`src/rtl/quad_busclk_pkg.sv`:
```
package quad_busclk_pkg;

    parameter int unsigned QTR_W = 2;
    localparam int unsigned QTR_N = 1 << QTR_W;

    localparam logic [QTR_W-1:0] QTR_PRECHARGE = QTR_W'(0);
    localparam logic [QTR_W-1:0] QTR_E_RISE    = QTR_W'(1);
    localparam logic [QTR_W-1:0] QTR_Q_FALL    = QTR_W'(2);
    localparam logic [QTR_W-1:0] QTR_LAST      = QTR_W'(QTR_N - 1);

    typedef logic [QTR_W-1:0] quarter_t;

    typedef struct packed {
        quarter_t qtr;
        logic     e;
        logic     q;
        logic     pre;
        logic     addr;
        logic     cap;
    } busclk_state_t;

endpackage

```
`src/rtl/quad_busclk_counter.sv`:
```
module quad_busclk_counter
    import quad_busclk_pkg::*;
(
    input  quarter_t qtr_i,
    output quarter_t qtr_nx_o
);

    always_comb begin
        if (qtr_i == QTR_LAST) begin
            qtr_nx_o = '0;
        end else begin
            qtr_nx_o = qtr_i + QTR_W'(1);
        end
    end

endmodule

```
`src/rtl/quad_busclk_decode.sv`:
```
module quad_busclk_decode
    import quad_busclk_pkg::*;
(
    input  quarter_t qtr_i,
    output logic     e_o,
    output logic     q_o,
    output logic     pre_o,
    output logic     addr_o,
    output logic     cap_o
);

    always_comb begin
        q_o    = (qtr_i == QTR_PRECHARGE) || (qtr_i == QTR_E_RISE);
        e_o    = (qtr_i == QTR_E_RISE) || (qtr_i == QTR_Q_FALL);
        pre_o  = (qtr_i == QTR_PRECHARGE);
        addr_o = (qtr_i == QTR_PRECHARGE);
        cap_o  = (qtr_i == QTR_LAST);
    end

endmodule

```
`src/rtl/quad_busclk_gen.sv`:
```
module quad_busclk_gen
    import quad_busclk_pkg::*;
(
    input  logic             clk_4x_i,
    input  logic             rst_n,
    output logic             clk_e_o,
    output logic             clk_q_o,
    output logic [QTR_W-1:0] quarter_o,
    output logic             precharge_o,
    output logic             addr_valid_o,
    output logic             data_capture_o
);

    busclk_state_t st_d;
    busclk_state_t st_q;
    quarter_t      qtr_nx;
    logic          dec_e;
    logic          dec_q;
    logic          dec_pre;
    logic          dec_addr;
    logic          dec_cap;

    quad_busclk_counter u_counter (
        .qtr_i    (st_q.qtr),
        .qtr_nx_o (qtr_nx)
    );

    quad_busclk_decode u_decode (
        .qtr_i  (qtr_nx),
        .e_o    (dec_e),
        .q_o    (dec_q),
        .pre_o  (dec_pre),
        .addr_o (dec_addr),
        .cap_o  (dec_cap)
    );

    always_comb begin
        st_d      = st_q;
        st_d.qtr  = qtr_nx;
        st_d.e    = dec_e;
        st_d.q    = dec_q;
        st_d.pre  = dec_pre;
        st_d.addr = dec_addr;
        st_d.cap  = dec_cap;
    end

    always_ff @(posedge clk_4x_i or negedge rst_n) begin
        if (!rst_n) begin
            st_q      <= '0;
            st_q.qtr  <= QTR_LAST;
        end else begin
            st_q <= st_d;
        end
    end

    assign quarter_o      = st_q.qtr;
    assign clk_e_o        = st_q.e;
    assign clk_q_o        = st_q.q;
    assign precharge_o    = st_q.pre;
    assign addr_valid_o   = st_q.addr;
    assign data_capture_o = st_q.cap;

    p_quarter_step_r2: assert property (@(posedge clk_4x_i) disable iff (!rst_n)
        1'b1 |=> (quarter_o == QTR_W'($past(quarter_o) + QTR_W'(1))));

    p_q_leads_e_r4: assert property (@(posedge clk_4x_i) disable iff (!rst_n)
        $rose(clk_e_o) |-> (clk_q_o && $past(clk_q_o)));

    p_addr_on_qrise_r5: assert property (@(posedge clk_4x_i) disable iff (!rst_n)
        addr_valid_o |-> ($rose(clk_q_o) && !$past(addr_valid_o)));

    p_cap_on_efall_r6: assert property (@(posedge clk_4x_i) disable iff (!rst_n)
        data_capture_o |-> ($fell(clk_e_o) && !clk_q_o));

    p_strobes_apart_r7: assert property (@(posedge clk_4x_i) disable iff (!rst_n)
        $onehot0({addr_valid_o, data_capture_o}) && (precharge_o == addr_valid_o));

endmodule

```
`config.mk`:
```
export PLATFORM = sky130hd
export DESIGN_NAME = quad_busclk_gen
export DESIGN_NICKNAME = d
export VERILOG_FILES = /design/src/rtl/quad_busclk_pkg.sv /design/src/rtl/quad_busclk_counter.sv /design/src/rtl/quad_busclk_decode.sv /design/src/rtl/quad_busclk_gen.sv
export SDC_FILE = /design/constraint.sdc
export NUM_CORES = 1
export LEC_CHECK = 0
export ABC_AREA = 1
export BUFFER_PORTS_ARGS = -buffer_cell sky130_fd_sc_hd__buf_2
export CAP_MARGIN = 15
export CORE_AREA = 2 2 39 41
export DETAILED_ROUTE_END_ITERATION = 7
export DIE_AREA = 0 0 41 43
export PLACE_DENSITY_LB_ADDON = 0.08
export REMOVE_ABC_BUFFERS = 1
export SYNTH_ARGS = -nofsm -noshare
export SYNTH_HDL_FRONTEND = slang
export SYNTH_SLANG_ARGS = --single-unit
export TNS_END_PERCENT = 100
```
`constraint.sdc`:
```
create_clock -name clk_4x_i -period 0.95 [get_ports clk_4x_i]
set_input_delay 0 -clock clk_4x_i [delete_from_list [all_inputs] [get_ports clk_4x_i]]
set_output_delay 0 -clock clk_4x_i [all_outputs]
set_load 0.05 [all_outputs]
```
After elaboration in Yosys (flattened, before gate mapping). Index checks and enable logic that the tools add are counted.

Word-level logic and storage cells: 14. Memories kept: 0. Bits in latches: 0. Register bits: 6. Bits in read-only memories: 0. Bits in writable memories: 0.

Div/mod/pow operators: 0. Bitwise gates (word level): 0. Shifts and indexed selects: 0. Magnitude comparators: 0. Multiply operators: 0. Multiplexer cells: 1. Equality and inequality tests: 4. Reductions and logical operators: 3. Add/sub/neg operators: 1.

Operators with widths (count): $eq A2 B2 Y1 const B (3); $add A2 B1 Y2 const B (1); $eq A2 B1 Y1 const B (1); $logic_not A2 Y1 (1); $logic_or A1 B1 Y1 (2); $mux W2 (1).

Logic depth before layout (Yosys ltp).
Word-level depth: 4. Mapped depth: 4. Mapped depth without buffers: 4.

Modules after synthesis. A second synthesis with hierarchy kept.

Cell total of the unflattened synthesis: 18. Area total of the unflattened synthesis: 257.7 µm².

Modules (own cells, without submodules): quad_busclk_gen (cells an instance 7, instances 1, area each 177.7 µm²); quad_busclk_decode (cells an instance 9, instances 1, area each 63.8 µm²); quad_busclk_counter (cells an instance 2, instances 1, area each 16.3 µm²).

Least setup slack after synthesis. No wires, ideal clock.

Path type: register to register. Start point: reg st_q (netlist bit quarter_o[0]). End point: reg st_q (netlist bit clk_q_o). Setup slack: -304 ps. Setup time: 114 ps. Path buffers: 0. Arrival time: 1140 ps. Cell stages (with the launch flop): 4. Period minus slack after synthesis: 1254 ps. Path through: dfstp_2 -> inv_1 -> ha_1 -> inv_1.

Cells in the longest elaborated chain, start to end: 4. Elaborated cells on any way between the ends: 6. Those cells by class: add/sub: 1; eq/ne: 2; mux: 1; reduce/logical: 2.

Ends and longest elaborated chain: start, declared (RTL line quad_busclk_gen.sv:15) `busclk_state_t st_q;`; start signal, assigned (RTL line quad_busclk_gen.sv:52) `st_q <= st_d;`; $add A2 B1 Y2 or $eq A2 B2 Y1 (tied branches) (RTL line quad_busclk_counter.sv:12, quad_busclk_counter.sv:9); $mux W2 (*) (RTL line quad_busclk_counter.sv:9) `if (qtr_i == QTR_LAST) begin`; net qtr_nx[1] (RTL line quad_busclk_gen.sv:16) `quarter_t qtr_nx;`; $eq A2 B1 Y1 or $logic_not A2 Y1 (tied branches) (RTL line quad_busclk_decode.sv:13) `q_o = (qtr_i == QTR_PRECHARGE) || (qtr_i == QTR_E_RISE);`; $logic_or A1 B1 Y1 (*) (RTL line quad_busclk_decode.sv:13); net dec_q (RTL line quad_busclk_gen.sv:18) `logic dec_q;`.

Mark *: on every way through the listed nets, which the timed path passes. The rest lies on a longest branch.

Final worst setup path.
Start point: reg st_q (netlist bit quarter_o[0]). End point: out quarter_o[0].

RTL lines: end, declared (RTL line quad_busclk_gen.sv:8) `output logic [QTR_W-1:0] quarter_o,`.

No word-level cell between the ends.

==> flow_metrics.tcl <==
set metrics [dict create \
    hold_class "primary input to asynchronous set/reset pin" \
    floorplan.core_area_mm2 0.001384 \
    yosys_most_used_dff "dfrtp_1" \
    critical_path.endpoint_type "primary output" \
    clock_skew_ns 0.0004200 \
    worst-slew-pin-transition_ns 0.2503 \
    ys_seq_area_share_pct 61.31 \
    place.port_buffers 8 \
    clock_latency_ns 0.24 \
    avgRoutedWirePerCell_um 9.471 \
    powerDensity_mw_per_mm2 1172 \
    stdcell_count 51 \
    critPathMaxFanout 4 \
    grt_setup_unrepaired "yes" \
    number_of_cells_produced_by_synthesis 19 \
    grt_antenna_before_repair 0 \
    yosys-top-cells-area "dfrtp_1, ha_1, dfstp_2, inv_1, buf_4" \
    die_x_um 41 \
    grtUsageTotal_pct 7.553 \
    synth_top_area_cell "dfrtp_1" \
    rows 14 \
    tritoncts.num_buffers 3 \
    fraction_of_the_cycle_the_final_worst_path_needs_pct 107.9 \
    status "complete, but fails checks" \
    cts.sink_count 6 \
    ctsLongestPathBuffers 2 \
    synth_common_cells "ha_1, inv_1, dfrtp_1, dfstp_2" \
    worst_vdd_drop_mv 0.2617 \
    syn_avg_cell_area_um2 13.10 \
    grt_max_degree 7 \
    setup-tns-final_ns -0.2406 \
    cp.required_ns 0.95 \
    cts_root_buf "clkbuf_4" \
    asyncSetResetFlopFracSynth_pct 100.0 \
    globalRoute.totalOverflow 0 \
    fmax_mhz 975.7 \
    path_class "flop to primary output" \
    ioPinCount 9 \
    clk_transition_reported_paths_ns 0.05 \
    violations_in_the_final_reports "setup timing" \
    post-place-ws_ns -0.07690 \
    p_leak_nw 0.2266 \
    grt_pass1_wl_um 752 \
    unique_cell_type_count_in_the_yosys_netlist 7 \
    drcViolationCount 0 \
    post-layout-total-power_w 0.0005016 \
    vias_per_cell 3.196 \
    tritoncts "built" \
    timing.final.ws_setup_ns -0.07489 \
    cts_htree_levels 1 \
    post_synth_instance_area_um2 249.0 \
    hold_viol_final 0 \
    ff2ff_path_depth 3 \
    routed-via-count 163 \
    synth_top_cell_area_share_pct 40.20 \
    wl_um 483 \
    final_core_util_pct 30.92 \
    fillers 140 \
    wp_data_arrival_ns 1.02 \
    grt_pass1_vias 172 \
    timing.max_slew.rel_slack_pct 83.43 \
    cap_viol_max_count 0 \
    area_used_by_multi_input_combinational_logic_um2 95.09 \
    dp_hpwl_um 332.1 \
    final_layout_net_count 44 \
    finalSetupViolations 5 \
    timing.critical_path.from_type "flop" \
    synth_edf_count 0 \
    dp.cells 44 \
    final_layout_size_suffix_gt1_share_pct 60.00 \
    ys.warnings.count 0 \
    die_area_mm2 0.001763 \
    synth_seq_cells 6 \
    sequential_cell_area_um2 152.6 \
    min_period_ns 1.025 \
    starting_drc_count_in_detailed_routing 3 \
    initial_utilization_pct 17.99 \
    finalMaxSlewViolations 0 \
    insertedDiodeCount 0 \
    die_h_um 43 \
    firstDrtPassIters 2 \
    area.growth.synth_to_final_pct 71.86 \
    drtAntennaViolNets 0 \
    gp_congestion 0.6577 \
]
==> power breakdown <==
part | switching [W] | leakage, nW | internal [W]
logic | 0.00000548 | 0.146 | 0.00000418
clock network | 0.0000922 | 0.0138 | 0.000143
registers | 0 | 0.0672 | 0.000257
==> logic make-up (layout without fill, tap and decap cells) <==
group | after synthesis | after routing | synth area share, %
and+or+nand+nor | 2 | 2 | 3.012
adders and majority gates | 5 | 5 | 25.13
DFF | 6 | 6 | 61.31
buffers and inverters | 6 | 22 | 10.55
==> cell type report <==
cell class	count	share of cell area [%]
Sequential cell	6	35.67
Timing Repair Buffer	14	27.78
Multi-Input combinational cell	7	22.22
Clock buffer	3	5.263
Tap cell	16	4.678
Inverter	5	4.386
==> through the flow <==
stage	area (um2)	hold WS (ns)
after floorplan	241.5	-0.2956
after global placement	316.6	-0.1680
after detailed placement	316.6	-0.1642
after CTS	415.4	0.1070
after global routing	427.9	0.1273
final	427.9	0.1117
==> registers in the layout (all words and copies together), names as in the netlist <==
| register | flops |
|---|---|
| clk_e_o | 1 |
| clk_q_o | 1 |
| data_capture_o | 1 |
| precharge_o | 1 |
| quarter_o | 2 |
==> layer usage <==
metal	vias to the layer above	wire, um	global-route usage [%]	part of all wire [%]
li1	85	-	-	-
met4	0	0	10.00	0
met3	0	33	3.665	6.8
met2	8	230	8.438	48
met1	70	218	8.442	45
met5	-	0	0	0
==> path summary, 6_finish.rpt <==
path / slack (ns) / endpoint / from
max: -0.07 / quarter_o[0] / quarter_o[0]
min: 0.11 / precharge_o / rst_n
max reg2reg: -0.07 / clk_q_o / quarter_o[0]
min reg2reg: 0.61 / quarter_o[1] / quarter_o[1]
max in group asynchronous: 0.61 / quarter_o[1] / rst_n
min in group clk_4x_i: 0.61 / quarter_o[1] / quarter_o[1]
==> cell usage in the layout (no fill, tap or decap) <==
master         count
buf_2              6
nand2_1            1
nor2_1             1
ha_1               3
dfrtp_1            4
inv_2              1
dfstp_2            2
buf_8              2
inv_1              4
buf_4              2
dlygate4sd3_1      1
buf_6              3
ha_4               2
clkbuf_4           3
==> worst max-delay path: stages, from the launching register on <==
cell,delay [ns]
dfstp_2,0.53
buf_6,0.11
buf_8,0.14
==> timing repair <==
| action | 4_1_cts | 5_1_grt |
|---|---|---|
| resized for setup | 11 | 2 |
| pin swaps | 1 | 0 |
| setup buffers | 3 | 0 |
| hold endpoints to repair | 6 | 0 |
| hold buffers | 1 | 0 |
| setup endpoints to repair | 5 | 8 |
No activity file was read; power rests on OpenSTA's default activity.
